**src/rtl/llr_quant_pkg.sv**
```systemverilog
// Package: shared constants and helpers for the LLR quantizer.
// Assumes: output widths of at least 2 bits.
package llr_quant_pkg;

    // Largest magnitude kept by the symmetric clamp, for an output of w bits
    function automatic int llr_limit(input int w);
        return (1 << (w - 1)) - 1;
    endfunction

endpackage

```
**src/rtl/llr_scale_trunc.sv**
```systemverilog
// Module: llr_scale_trunc
// Doubles a signed fixed-point value and drops its fractional bits,
// truncating toward zero. Purely combinational.
// Assumes: FRAC_W < IN_W. The result is one bit wider than the input,
// so a doubled value never wraps.
module llr_scale_trunc #(
    parameter int IN_W   = 16,
    parameter int FRAC_W = 4
) (
    input  logic signed [IN_W-1:0] din,
    output logic signed [IN_W:0]   dout
);

    localparam int RES_W = IN_W + 1;

    generate
        if (FRAC_W == 0) begin : g_double
            // Integer input: doubling is a left shift by one
            always_comb dout = {din, 1'b0};
        end else if (FRAC_W == 1) begin : g_passthru
            // One fractional bit: doubling yields the integer directly
            always_comb dout = {din[IN_W-1], din};
        end else begin : g_shift
            localparam int SH = FRAC_W - 1;
            logic signed [RES_W-1:0] ext;
            logic                    frac_nz;
            logic                    adj;

            // Sign-extend and check whether any dropped bit is set
            always_comb begin
                ext     = {din[IN_W-1], din};
                frac_nz = |din[SH-1:0];
                adj     = din[IN_W-1] & frac_nz;
            end

            // An arithmetic shift floors; a negative value with a
            // dropped remainder gets one added so it rounds toward zero
            always_comb dout = (ext >>> SH) + $signed({{(RES_W-1){1'b0}}, adj});
        end
    endgenerate

endmodule

```
**src/rtl/llr_sat_clamp.sv**
```systemverilog
// Module: llr_sat_clamp
// Saturates a wide signed value into a symmetric narrow range
// [-(2^(OUT_W-1)-1), +(2^(OUT_W-1)-1)], so the most negative code never
// appears. Purely combinational.
// Assumes: W >= OUT_W.
module llr_sat_clamp
    import llr_quant_pkg::*;
#(
    parameter int W     = 17,
    parameter int OUT_W = 8
) (
    input  logic signed [W-1:0]     din,
    output logic signed [OUT_W-1:0] dout
);

    localparam int                  LIM_I = llr_limit(OUT_W);
    localparam logic signed [W-1:0] HI    = W'(LIM_I);
    localparam logic signed [W-1:0] LO    = -HI;

    logic over_hi;
    logic under_lo;

    // Compare against both limits
    always_comb begin
        over_hi  = din > HI;
        under_lo = din < LO;
    end

    // Pick the limit or the in-range low bits
    always_comb begin
        if (over_hi)       dout = HI[OUT_W-1:0];
        else if (under_lo) dout = LO[OUT_W-1:0];
        else               dout = din[OUT_W-1:0];
    end

endmodule

```
**src/rtl/llr_pipe_reg.sv**
```systemverilog
// Module: llr_pipe_reg
// Single-entry valid/ready register. It accepts a new word whenever it is
// empty or its content leaves on the same edge.
// Assumes: synchronous active-low reset.
module llr_pipe_reg #(
    parameter int W = 8
) (
    input  logic         clk,
    input  logic         rst_n,
    input  logic         in_valid,
    output logic         in_ready,
    input  logic [W-1:0] in_data,
    output logic         out_valid,
    input  logic         out_ready,
    output logic [W-1:0] out_data
);

    // Room exists when empty or when the held word is being taken
    always_comb in_ready = !out_valid || out_ready;

    // Load a new word or clear valid when the slot frees up
    always_ff @(posedge clk) begin
        if (!rst_n) begin
            out_valid <= 1'b0;
            out_data  <= '0;
        end else if (in_ready) begin
            out_valid <= in_valid;
            if (in_valid) out_data <= in_data;
        end
    end

    // a stalled word stays put
    a_r8_hold_on_stall: assert property (@(posedge clk) disable iff (!rst_n)
        out_valid && !out_ready |=> out_valid && $stable(out_data));

    // an accepted word is visible right after the edge
    a_r7_accept_shows: assert property (@(posedge clk) disable iff (!rst_n)
        in_valid && in_ready |=> out_valid && (out_data == $past(in_data)));

    // nothing appears from nothing
    a_r10_idle_stays: assert property (@(posedge clk) disable iff (!rst_n)
        !out_valid && !in_valid |=> !out_valid);

endmodule

```
**src/rtl/llr_quant.sv**
```systemverilog
// Module: llr_quant (top)
// Converts signed fixed-point channel LLRs into the decoder's narrow
// integer format: doubles the value, truncates toward zero, clamps
// symmetrically, then registers the result behind a valid/ready stage.
// Assumes: FRAC_W < IN_W, OUT_W <= IN_W + 1, synchronous active-low reset.
module llr_quant #(
    parameter int IN_W   = 16,
    parameter int FRAC_W = 4,
    parameter int OUT_W  = 8
) (
    input  logic                    clk,
    input  logic                    rst_n,
    input  logic                    in_valid,
    output logic                    in_ready,
    input  logic signed [IN_W-1:0]  in_llr,
    output logic                    out_valid,
    input  logic                    out_ready,
    output logic signed [OUT_W-1:0] out_llr
);

    localparam int SC_W = IN_W + 1;

    logic signed [SC_W-1:0]  scaled;
    logic signed [OUT_W-1:0] clamped;
    logic        [OUT_W-1:0] held;

    llr_scale_trunc #(
        .IN_W   (IN_W),
        .FRAC_W (FRAC_W)
    ) u_scale (
        .din  (in_llr),
        .dout (scaled)
    );

    llr_sat_clamp #(
        .W     (SC_W),
        .OUT_W (OUT_W)
    ) u_clamp (
        .din  (scaled),
        .dout (clamped)
    );

    llr_pipe_reg #(
        .W (OUT_W)
    ) u_reg (
        .clk       (clk),
        .rst_n     (rst_n),
        .in_valid  (in_valid),
        .in_ready  (in_ready),
        .in_data   (clamped),
        .out_valid (out_valid),
        .out_ready (out_ready),
        .out_data  (held)
    );

    // Present the held word as a signed value
    always_comb out_llr = $signed(held);

    // the most negative code is never emitted
    a_r6_no_min_code: assert property (@(posedge clk) disable iff (!rst_n)
        out_valid |-> out_llr != $signed({1'b1, {(OUT_W-1){1'b0}}}));

    // a non-negative input never yields a negative output
    a_r2_pos_keeps_sign: assert property (@(posedge clk) disable iff (!rst_n)
        in_valid && in_ready && !in_llr[IN_W-1] |=> !out_llr[OUT_W-1]);

    // a negative input never yields a positive output
    a_r3_neg_not_pos: assert property (@(posedge clk) disable iff (!rst_n)
        in_valid && in_ready && in_llr[IN_W-1] |=> out_llr <= 0);

endmodule

```
**config.mk**
```make
export PLATFORM = sky130hd
export DESIGN_NAME = llr_quant
export DESIGN_NICKNAME = d
export VERILOG_FILES = /design/src/rtl/llr_quant_pkg.sv /design/src/rtl/llr_scale_trunc.sv /design/src/rtl/llr_sat_clamp.sv /design/src/rtl/llr_pipe_reg.sv /design/src/rtl/llr_quant.sv
export SDC_FILE = /design/constraint.sdc
export NUM_CORES = 1
export LEC_CHECK = 0
export CAP_MARGIN = 20
export CORE_UTILIZATION = 50
export DETAILED_ROUTE_END_ITERATION = 6
export DONT_BUFFER_PORTS = 1
export MAX_ROUTING_LAYER = met4
export PLACE_DENSITY = 0.67
export REMOVE_ABC_BUFFERS = 1
export SYNTH_ARGS = -nofsm -noshare
export SYNTH_HDL_FRONTEND = slang
export SYNTH_SLANG_ARGS = --single-unit
```
**constraint.sdc**
```tcl
create_clock -name clk -period 2.4 [get_ports clk]
set_input_delay 0.24 -clock clk [delete_from_list [all_inputs] [get_ports clk]]
set_output_delay 0.24 -clock clk [all_outputs]
set_load 0.1 [all_outputs]
```
* Word level (Yosys, flattened, before mapping)
Cells that the tools add are included.
W data, S select, Z words.
** Operators by class
- Add/subtract/negate cells :: 1
- $lt $le $gt $ge :: 2
- Mux-type cells :: 2
- Bitwise operators :: 1
- Reductions and logical operators :: 4
** Operators with widths (number)
- $mux W8 :: 2
- $add A13 B2 Y14 :: 1
- $gt A14 B8 Y1 const B :: 1
- $lt A14 B8 Y1 const B :: 1
- $reduce_or A3 Y1 :: 1
- $reduce_and A2 Y1 :: 1
- $and A1 B1 Y1 :: 1
- $logic_not A1 Y1 :: 1
- $logic_or A1 B1 Y1 :: 1
** Word-level totals
- Bits in registers :: 9
- Bits of input ports :: 20
- Word-level logic and storage cells :: 12

* Depth between registers and ports, before layout
Gate-level depths: netlist of run 1.
- Depth after elaboration :: 6
- Gate-level depth with buffers :: 11
- Depth with buffers taken out :: 10

* By module
A second synthesis of run 1 with hierarchy kept.
** Second synthesis, totals
- Cell total of the unflattened synthesis :: 101
- Area, all modules :: 778.2 µm²
** By module, submodules not included
- llr_pipe_reg :: instances 1, cells an instance 40, area each 375.4 µm²
- llr_scale_trunc :: instances 1, cells an instance 37, area each 270.3 µm²
- llr_sat_clamp :: instances 1, cells an instance 24, area each 132.6 µm²

* Worst setup path before layout of run 1
No wires, ideal clock.
- Path kind :: reg-to-reg
- From :: reg u_reg.out_valid
- To :: reg u_reg.out_data[2]
- Library setup time :: 0.119 ns
- Arrival :: 2.652 ns
- Data required time :: 2.281 ns
- Slack :: -0.371 ns
- Stages on the path, launching flop included :: 5
- Path buffers :: 1
- Clock period less this slack :: 2.771 ns
- Cell sequence :: dfxtp_1 nand2b_1 and2_2 buf_4 o221a_1
** On the way
- Cells in the longest elaborated chain, start to end :: 3
** Ends and longest elaborated chain
- from (decl) :: line llr_pipe_reg.sv:13 : output logic out_valid,
- from (signal assigned) :: line llr_pipe_reg.sv:27 : out_valid <= in_valid;
- $logic_not A1 Y1 :: line llr_pipe_reg.sv:19 : always_comb in_ready = !out_valid || out_ready;
- $logic_or A1 B1 Y1 :: line llr_pipe_reg.sv:19
- named net in_ready :: line llr_quant.sv:14 : output logic in_ready,
- $reduce_and A2 Y1 (no source line)
- to (signal assigned) :: line llr_pipe_reg.sv:28 : if (in_valid) out_data <= in_data;
- to (decl) :: line llr_pipe_reg.sv:15 : output logic [W-1:0] out_data
The timed path passes the listed nets, and every way through them passes these cells.
A chain may end at the register's enable or synchronous reset.

* Worst setup path in the final report of run 1
- From :: in in_llr[1]
- To :: reg u_reg.out_data[2]
** On the way
- Cells in the longest elaborated chain, start to end :: 6
** Ends and longest elaborated chain
- from (decl) :: line llr_quant.sv:15 : input logic signed [IN_W-1:0] in_llr,
- $reduce_or A3 Y1 * :: line llr_scale_trunc.sv:32 : frac_nz = |din[SH-1:0];
- $and A1 B1 Y1 * :: line llr_scale_trunc.sv:33 : adj = din[IN_W-1] & frac_nz;
- $add A13 B2 Y14 * :: line llr_scale_trunc.sv:38 : always_comb dout = (ext >>> SH) + $signed({{(RES_W-1){1'b0}}, adj});
- $lt A14 B8 Y1 :: line llr_sat_clamp.sv:26 : under_lo = din < LO;
- $mux W8 :: line llr_sat_clamp.sv:32 : else if (under_lo) dout = LO[OUT_W-1:0];
- $mux W8 * :: line llr_sat_clamp.sv:31 : if (over_hi) dout = HI[OUT_W-1:0];
Mark *: on every way between the ends. The rest lies on a longest branch, timed or not.

==> impl_metrics.env, run 1 <==
export IMPL_netlist_cell_type_count=41
export IMPL_rsz0062_at_grt="no"
export IMPL_cts_hold_fix_buffers=0
export IMPL_ant_nets=0
export IMPL_slew_violations=0
export IMPL_grt_pass1_vias=773
export IMPL_cp_max_fo=7
export IMPL_yosys_warnings=0
export IMPL_io_pins=30
export IMPL_core_area_mm2=0.00158
export IMPL_clock_fmax_ghz=0.469
export IMPL_vias=803
export IMPL_syn_area_per_cell_um2=8.46
export IMPL_wirelength_mm=1.79
export IMPL_syn_area_um2=880
export IMPL_fp_dieArea_mm2=0.00193
export IMPL_gr_usage_met3=0.0833
export IMPL_gr_total_overflow=0
export IMPL_grt_busiest_layer="met2"
export IMPL_synthArstFlopShare=0
export IMPL_wl_per_cell_um=13.8
export IMPL_htreeDepth=1
export IMPL_setup_tns_ps=0
export IMPL_grt_max_degree=11
export IMPL_ys_ff_latch=9
export IMPL_startpoint_type="primary input"
export IMPL_post_route_drc_count=0
export IMPL_fin_crit_sh=0.889
export IMPL_area_delta_synth_final_pct=9.53
export IMPL_synthAdderAreaFrac=0.0427
export IMPL_cts_made_buffers=3
export IMPL_muxShareOfSynthArea=0.0114
export IMPL_min_period_ps=2130
export IMPL_clk_latency_ps=270
export IMPL_crit_path_end_kind="register"
export IMPL_cts_root_buf="clkbuf_4"
export IMPL_dieWidth_um=43.9
export IMPL_cts_resized=0
export IMPL_start_util=0.558
export IMPL_num_antenna_cells=0
export IMPL_max_cap_violations=0
export IMPL_placed_cell_area_um2=937
export IMPL_finalPower_mw=0.470
export IMPL_dr_first_iter_drc_count=26
export IMPL_clkTransAtPathRegs_ps=60
export IMPL_final_cell_mix="nand2_1 (12), nor2_1 (12), buf_4 (10)"
export IMPL_cellLeakagePower_nw=0.379
export IMPL_antenna_found_initial=0
export IMPL_synth_top_family_by_area="simple AND/OR/NAND/NOR gates"
export IMPL_gp_congestion=0.834
export IMPL_final_hold_violation_count=0
export IMPL_synth_compound_area_frac=0.253
export IMPL_first_pass_iters=6
export IMPL_criticalPathCategory="in -> reg"
export IMPL_outcome="complete, no violations"
export IMPL_synth_edf_count=0
export IMPL_synth_xor_area_share=0.0896
export IMPL_crit_arrival_ps=2290
export IMPL_rows=14
export IMPL_cts_sinks=9
export IMPL_synthCells=104
export IMPL_use_met1=0.273
export IMPL_layout_drive_gt1_share=0.202
export IMPL_fill_cells=157
export IMPL_viasPerCell=6.18
export IMPL_grt_use_total=0.220
export IMPL_cts_tree="done"
export IMPL_power_density_mw_per_mm2=488
export IMPL_place_hpwl_mm=1.44
export IMPL_holdWs_ps=105
export IMPL_setup_viol=0
export IMPL_port_buffers=0
export IMPL_peakVddDrop_uv=312
export IMPL_die_h_um=43.9
export IMPL_yosysSeqAreaShare=0.205
export IMPL_cts_setup_buffers=0
export IMPL_use_met2=0.337
export IMPL_min_path_type="in -> reg"
export IMPL_yosys_area_share_simple=0.347
export IMPL_stdcell_area_um2=963
export IMPL_fin_worst_skew_ps=6.34
export IMPL_nets=138
export IMPL_cts_buffer_depth=2
export IMPL_tightest_slew_ps=281
export IMPL_required_ps=2550
export IMPL_relSlewSlack=0.810
export IMPL_grt_first_pass_wirelength_mm=3.06
export IMPL_ys_flop_type="dfxtp_1"
## logic make-up (layout without fill, tap and decap cells)
group           after synthesis  count (layout)
simple gates                 51              51
compound gates               25              25
xor+xnor                      9               9
flops                         9               9
buf+inv                       6              16
fa+ha+maj                     3               3
mux                           1               1
## final timing paths
kind | depth (start not counted) | from | endpoint | slack (ps)
min reg2reg | 1 | u_reg.out_data[2] | u_reg.out_data[2] | 530
min | 1 | rst_n | u_reg.out_data[7] | 100
max | 10 | in_llr[1] | u_reg.out_data[2] | 270
max reg2reg | 6 | u_reg.out_valid | u_reg.out_data[7] | 1160
## critical path: stages
cell and delay (ps):
o31a_1 120, ha_1 290, ha_1 360, and2_1 210, a21oi_1 80, o31ai_1 240, nand3_1 170, a41oi_4 280
nor2_1 100, o221a_1 200
## final cells by class
class,instances,area (um^2),area share
flip-flops and latches,9,180,0.187
repair buffers,10,75.1,0.0779
clock buffers,4,26.3,0.0273
well taps,16,20.0,0.0208
inverters,2,7.51,0.00779
multi-input cells,89,654,0.679
## cell usage after synthesis, types with 2 or more instances
master	n	area, um^2
o21ai_1	2	10.0
o221a_1	5	56.3
nand2_1	12	45.0
o21ai_0	2	10.0
ha_1	3	37.5
nor2_1	12	45.0
a21oi_1	4	20.0
nor3_1	3	15.0
xnor2_1	3	26.3
nand3_1	7	35.0
nand2b_1	3	18.8
o31ai_1	2	15.0
dfxtp_1	9	180
and2_1	2	12.5
buf_6	2	22.5
inv_1	2	7.51
buf_4	2	15.0
xor2_1	6	52.6
## flip-flops by register name, summed over array words and instances, names as in the netlist
name,cells
u_reg.out_valid,1
u_reg.out_data,8
## metal layers
metal	wire (um)	part of all wire
met4	0	0
met3	146	0.082
met5	0	0
met1	809	0.45
met2	835	0.47
## per-stage QoR
| stage | instances | utilization | worst slack [ps] |
|---|---|---|---|
| after floorplan | 100 | - | -301 |
| after global placement | 126 | 0.594 | 20.5 |
| after global routing | 130 | 0.611 | 52.4 |
| after detailed placement | 126 | 0.594 | 24.2 |
| final | 130 | 0.611 | 266 |
| after CTS | 130 | 0.611 | 308 |
## where the power goes
part           internal (mW)  leakage [nW]  switching (mW)
sequential             0.161        0.0748         0.00478
clock                 0.0641        0.0150          0.0536
combinational         0.0514         0.289           0.135
Power figures use the tool's default switching activity.
==> inputs of run 2 (changes only) <==
--- a/config.mk
+++ b/config.mk
@@ -9,9 +9,11 @@
 export CORE_UTILIZATION = 50
 export DETAILED_ROUTE_END_ITERATION = 6
 export DONT_BUFFER_PORTS = 1
+export HOLD_SLACK_MARGIN = 0.08
 export MAX_ROUTING_LAYER = met4
 export PLACE_DENSITY = 0.67
 export REMOVE_ABC_BUFFERS = 1
 export SYNTH_ARGS = -nofsm -noshare
 export SYNTH_HDL_FRONTEND = slang
+export SYNTH_HIERARCHICAL = 1
 export SYNTH_SLANG_ARGS = --single-unit
==> constraint.sdc (replaced) <==
create_clock -name clk -period 2.4 [get_ports clk]
set_input_delay 0 -clock clk [delete_from_list [all_inputs] [get_ports clk]]
set_output_delay 0 -clock clk [all_outputs]
set_load 0.1 [all_outputs]
==> run 2 against run 1 <==
First-iteration DRC count down 19%. Die area fell by 11%. Via count is 13% lower. Total power is 3.6% lower. Sequential cell count unchanged. Largest cell class unchanged. Highest routed layer unchanged.
==> impl_metrics.env, run 2 <==
export IMPL_outcome="complete, no violations"
export IMPL_yosys_warnings=6
export IMPL_synthArstFlopShare=0
export IMPL_setup_viol=0
export IMPL_yosys_area_top_type_share=0.232
export IMPL_peakVddDrop_uv=437
export IMPL_syn_area_um2=778
export IMPL_synth_most_common_cell="nand2_1"
export IMPL_tightest_slew_ps=522
export IMPL_ant_nets=0
export IMPL_viasPerCell=5.38
export IMPL_rsz0062_at_grt="no"
export IMPL_regMostFlops="u_reg/out_data"
export IMPL_max_cap_violations=0
export IMPL_port_buffers=0
export IMPL_fill_cells=135
export IMPL_crit_chain="inv_1 -> nor2_1 -> ha_1 -> ha_1 -> nand3_2 -> nor4_2 -> xnor2_1 -> nand3_1 -> o41a_4 -> or3_1 -> nand2_1 -> mux2i_1"
export IMPL_grt_pass1_vias=679
export IMPL_min_period_ps=2130
export IMPL_first_pass_iters=4
export IMPL_cellLeakagePower_nw=0.398
export IMPL_cp_common_cell="ha_1"
export IMPL_num_antenna_cells=0
export IMPL_hp_start="in_llr[5]"
export IMPL_clk_latency_ps=260
export IMPL_final_cell_mix="nand2_1 (21), nor2_1 (16), buf_4 (14)"
export IMPL_clkTransAtPathRegs_ps=60
export IMPL_fp_dieArea_mm2=0.00172
export IMPL_dr_first_iter_drc_count=21
export IMPL_slowest_stage="o41a_4"
export IMPL_cts_buffer_depth=2
export IMPL_startpoint_type="primary input"
export IMPL_grt_use_total=0.207
export IMPL_largest_register_ffs=8
export IMPL_nets=138
export IMPL_required_ps=2550
export IMPL_reg2reg_slack_ps=670
export IMPL_clock_fmax_ghz=0.470
export IMPL_wl_per_cell_um=12.3
export IMPL_rows=13
export IMPL_io_pins=30
export IMPL_relSlewSlack=0.651
export IMPL_vias=699
export IMPL_cp_max_fo=5
export IMPL_htreeDepth=1
export IMPL_slew_violations=0
export IMPL_syn_area_per_cell_um2=7.71
export IMPL_crit_path_end_kind="register"
export IMPL_core_area_mm2=0.00137
export IMPL_wirelength_mm=1.59
export IMPL_place_hpwl_mm=1.19
export IMPL_grt_busiest_layer="met2"
export IMPL_area_delta_synth_final_pct=18.0
export IMPL_cts_tree="done"
export IMPL_holdWs_ps=100
export IMPL_power_density_mw_per_mm2=493
export IMPL_ys_flop_type="dfxtp_1"
export IMPL_cts_setup_buffers=0
export IMPL_yosysSeqAreaShare=0.232
export IMPL_postLayoutSetupSlackWorst_ps=271
export IMPL_pre_cts_slack_ps=-61.0
export IMPL_final_hold_violation_count=0
export IMPL_use_met1=0.265
export IMPL_final_common_cell="nand2_1"
export IMPL_layout_drive_gt1_share=0.226
export IMPL_dieWidth_um=41.5
export IMPL_antenna_found_initial=0
export IMPL_finalPower_mw=0.453
export IMPL_synth_top_cell_by_area="dfxtp_1"
export IMPL_cts_sinks=9
export IMPL_post_route_drc_count=0
export IMPL_slowest_delay_ps=480
export IMPL_grt_first_pass_wirelength_mm=2.77
export IMPL_criticalPathCategory="in -> reg"
export IMPL_rr_worst_depth=4
export IMPL_fin_worst_skew_ps=1.96
export IMPL_fin_crit_sh=0.887
export IMPL_synthCells=101
export IMPL_die_h_um=41.5
export IMPL_r2r_start="u_reg/out_valid"
export IMPL_yosys_top_cells_area="dfxtp_1 (23%), mux2i_1 (10%), nand2_1 (10%)"
export IMPL_start_util=0.570
export IMPL_r2r_end="u_reg/out_valid"
export IMPL_crit_arrival_ps=2280
export IMPL_gr_usage_met3=0.0783
export IMPL_cts_made_buffers=3
export IMPL_holdPathStages=5
export IMPL_gp_congestion=0.789
export IMPL_gr_total_overflow=0
export IMPL_whs_endpoint="u_reg/out_data[2]"
export IMPL_netlist_cell_type_count=28
export IMPL_synth_edf_count=0
export IMPL_min_path_type="in -> reg"
export IMPL_grt_max_degree=17
export IMPL_ys_ff_latch=9
export IMPL_use_met2=0.325
export IMPL_synth_common_cells="nand2_1 (21), nor2_1 (16), dfxtp_1 (9)"
export IMPL_top_regs="u_reg/out_data: 8 flops, u_reg/out_valid: 1 flops"
export IMPL_cts_root_buf="clkbuf_4"
[run 2: changes by cell type in the layout (fill, tap and decap cells not counted), sizes merged, moves of 4 or more]
cell / previous run / this run
nand3: 8 / 3
nand2: 13 / 21
nor2: 12 / 16
mux2i: 1 / 8
o21ai: 5 / 0
a21oi: 4 / 0
buf: 10 / 14
o221a: 5 / 0
[run 2: routing by layer]
| layer | routed length (um) | part of all wire |
|---|---|---|
| met1 | 735 | 0.46 |
| met2 | 755 | 0.47 |
| met3 | 101 | 0.063 |
| met4 | 0 | 0 |
| met5 | 0 | 0 |
[run 2: critical path: cells and delay by family]
family | cells | cell delay, ps
buf+inv | 1 | 60
fa+ha+maj | 2 | 380
mux | 1 | 70
compound gates | 1 | 480
xor+xnor | 1 | 180
simple gates | 6 | 1090
[run 2: worst max-delay path by stage]
stage	start	end	slack, ps	depth (start not counted)
floorplan	in_llr[2]	u_reg/out_data[0]	-120	11
global placement	in_llr[2]	u_reg/out_data[0]	40	11
detailed placement	in_llr[2]	u_reg/out_data[0]	-60	11
CTS	in_llr[2]	u_reg/out_data[0]	190	11
global route	in_llr[15]	u_reg/out_data[0]	70	13
finish	in_llr[15]	u_reg/out_data[0]	270	12
[run 2: kinds of logic after synthesis]
logic type                 Yosys count  share of synthesized area
AOI/OAI and AO/OA                    4                     0.0563
xor gates and xnor gates            11                      0.124
adders and majority gates            2                     0.0321
buffers and inverters                9                     0.0707
DFF                                  9                      0.232
muxes                                8                      0.103
and+or+nand+nor                     58                      0.383
[run 2: repair_timing]
action                                  CTS  global route
endpoints found under the hold margin     9             0
hold buffers                              3             0
endpoints found under the setup margin    0             2
gates resized for setup                   0             1
[run 2: per-stage QoR]
stage / utilization / TNS, ps / cells / cell area (um^2)
finish: 0.672 / 0 / 130 / 918
global route: 0.672 / 0 / 130 / 918
CTS: 0.667 / 0 / 130 / 911
detailed placement: 0.625 / -66.8 / 123 / 855
global placement: 0.625 / 0 / 123 / 855
floorplan: - / -117 / 94 / 731
[run 2: layout make-up]
| class | instances | area [um^2] | area share |
|---|---|---|---|
| clock buffer | 4 | 26.3 | 0.0286 |
| inverter | 2 | 7.51 | 0.00817 |
| multi-input combinational | 83 | 551 | 0.599 |
| sequential | 9 | 180 | 0.196 |
| tap | 15 | 18.8 | 0.0204 |
| timing repair buffer | 17 | 135 | 0.147 |
[run 2: report_power, final]
part	total (mW)	switching [mW]	internal (mW)
clock network	0.115	0.0507	0.0639
logic	0.176	0.124	0.0511
registers	0.163	0.00333	0.159
==> inputs of run 3 (changes only) <==
--- a/config.mk
+++ b/config.mk
@@ -6,12 +6,14 @@
 export NUM_CORES = 1
 export LEC_CHECK = 0
 export CAP_MARGIN = 20
+export CORE_MARGIN = 4
 export CORE_UTILIZATION = 50
 export DETAILED_ROUTE_END_ITERATION = 6
 export DONT_BUFFER_PORTS = 1
 export HOLD_SLACK_MARGIN = 0.08
 export MAX_ROUTING_LAYER = met4
 export PLACE_DENSITY = 0.67
+export RECOVER_POWER = 100
 export REMOVE_ABC_BUFFERS = 1
 export SYNTH_ARGS = -nofsm -noshare
 export SYNTH_HDL_FRONTEND = slang
==> run 3 against run 2 <==
Sequential cell count is the same. Critical path depth is 8 lower. Maximum frequency down 4.1%. Design area is 3.4% lower. First-iteration DRC count fell by 62%. Count of clock-buffer cells in the layout is the same. Die area rose by 31%. Non-clock buffer count did not move. Sequential power is essentially flat. Critical endpoint is now u_reg/out_valid. Largest cell class unchanged.
==> impl_metrics.env, run 3 (synthesis results as in run 2) <==
export IMPL_outcome="complete, no violations"
export IMPL_final_cells=130
export IMPL_port_buffers=0
export IMPL_clk_latency_ps=270
export IMPL_clkTransAtPathRegs_ps=60
export IMPL_rsz0062_at_grt="no"
export IMPL_peakVddDrop_uv=319
export IMPL_largest_register_ffs=8
export IMPL_gr_total_overflow=0
export IMPL_clock_fmax_ghz=0.450
export IMPL_cp_max_fo=3
export IMPL_final_cell_mix="nand2_1 (21), nor2_1 (16), clkbuf_1 (9), dfxtp_1 (9), mux2i_1 (8)"
export IMPL_fin_util=0.642
export IMPL_min_period_ps=2220
export IMPL_r2r_start="u_reg/out_valid"
export IMPL_fin_crit_sh=0.925
export IMPL_final_hold_violation_count=0
export IMPL_fill_cells=137
export IMPL_htreeDepth=1
export IMPL_grt_pass1_vias=665
export IMPL_holdPathStages=5
export IMPL_place_hpwl_mm=1.39
export IMPL_grt_max_degree=17
export IMPL_postLayoutSetupSlackWorst_ps=180
export IMPL_ant_nets=0
export IMPL_register_area_um2=180
export IMPL_startpoint_type="register"
export IMPL_power_switching_mw=0.186
export IMPL_dieWidth_um=47.5
export IMPL_holdWs_ps=98.1
export IMPL_gp_congestion=0.768
export IMPL_crit_path_start="u_reg/out_valid"
export IMPL_nets=138
export IMPL_seq_power_share=0.360
export IMPL_vias=714
export IMPL_criticalPathCategory="reg -> reg"
export IMPL_grt_first_pass_wirelength_mm=2.71
export IMPL_regMostFlops="u_reg/out_data"
export IMPL_stdcell_area_um2=887
export IMPL_start_util=0.563
export IMPL_cellLeakagePower_nw=0.366
export IMPL_io_pins=30
export IMPL_min_path_type="in -> reg"
export IMPL_dr_first_iter_drc_count=8
export IMPL_max_cap_violations=0
export IMPL_fp_dieArea_mm2=0.00225
export IMPL_top_regs="u_reg/out_data: 8 flops, u_reg/out_valid: 1 flops"
export IMPL_crit_path_end_kind="register"
export IMPL_die_h_um=47.5
export IMPL_comb_power_share=0.371
export IMPL_crit_arrival_ps=2430
export IMPL_swShare=0.412
export IMPL_cts_setup_buffers=0
export IMPL_fin_worst_skew_ps=3.31
export IMPL_slew_violations=0
export IMPL_wirelength_mm=1.77
export IMPL_power_density_mw_per_mm2=509
export IMPL_endpoint="u_reg/out_valid"
export IMPL_pre_cts_slack_ps=-37.6
export IMPL_grt_use_total=0.181
export IMPL_antenna_found_initial=0
export IMPL_pwr_share_clk=0.269
export IMPL_reg2reg_slack_ps=180
export IMPL_cts_sinks=9
export IMPL_tightest_slew_ps=1210
export IMPL_rr_worst_depth=4
export IMPL_multi_input_area_um2=549
export IMPL_setup_viol=0
export IMPL_num_antenna_cells=0
export IMPL_layout_drive_gt1_share=0.139
export IMPL_required_ps=2610
export IMPL_relSlewSlack=0.192
export IMPL_viasPerCell=5.49
export IMPL_cts_tree="done"
export IMPL_first_pass_iters=2
export IMPL_intPower_mw=0.266
export IMPL_core_area_mm2=0.00138
export IMPL_wl_per_cell_um=13.6
export IMPL_r2r_end="u_reg/out_valid"
export IMPL_area_delta_synth_final_pct=14.0
export IMPL_cts_made_buffers=3
export IMPL_setup_tns_ps=0
export IMPL_finalPower_mw=0.452
export IMPL_placed_cell_area_um2=855
export IMPL_final_common_cell="nand2_1"
export IMPL_cts_buffer_depth=2
export IMPL_cts_root_buf="clkbuf_4"
export IMPL_dpl_cell_count=123
export IMPL_post_route_drc_count=0
export IMPL_rows=13
-- run 3: cell types whose count changed in the layout (fill, tap and decap cells not counted), sizes merged --
| cell | change |
|---|---|
| buf | -8 |
| clkbuf | +8 |
-- run 3: power groups by stage --
stage | combinational (mW) | clock, mW | sequential, mW
4_1_cts | 0.176 | 0.128 | 0.163
2_1_floorplan | 0.0625 | 0 | 0.239
6_report | 0.168 | 0.122 | 0.162
5_1_grt | 0.178 | 0.130 | 0.163
3_5_place_dp | 0.168 | 0 | 0.166
3_3_place_gp | 0.166 | 0 | 0.166
-- run 3: how the worst min path moves through the flow --
stage | start | end | slack [ps]
final | in_llr[5] | u_reg/out_data[2] | 100
after global routing | in_llr[9] | u_reg/out_data[6] | 160
after CTS | in_llr[5] | u_reg/out_data[2] | 100
after detailed placement | in_valid | u_reg/out_valid | 150
after global placement | in_valid | u_reg/out_valid | 140
after floorplan | in_valid | u_reg/out_valid | 140
-- run 3: repair_timing --
item / in CTS / in global routing
hold buffers: 3 / 0
resized for setup: 0 / 2
endpoints found under the setup margin: 0 / 7
endpoints found under the hold margin: 9 / 0
-- run 3: worst max-delay path, stage by stage (launching register included) --
cell	delay, ps
dfxtp_1	310
buf_4	290
nand2b_1	650
a21boi_0	350
dlygate4sd3_1	570
-- run 3: layer usage --
metal / track usage / vias up / wire length [um]
li1: - / 371 / -
met1: 0.211 / 325 / 776
met2: 0.299 / 18 / 880
met3: 0.0677 / 0 / 117
met4: 0.0331 / 0 / 0
met5: - / - / 0
-- run 3: final cells by class --
cell class,instances,area share
Multi-Input combinational cell,83,0.619
Sequential cell,9,0.203
Timing Repair Buffer,17,0.118
Clock buffer,4,0.0296
Tap cell,15,0.0212
Inverter,2,0.00846
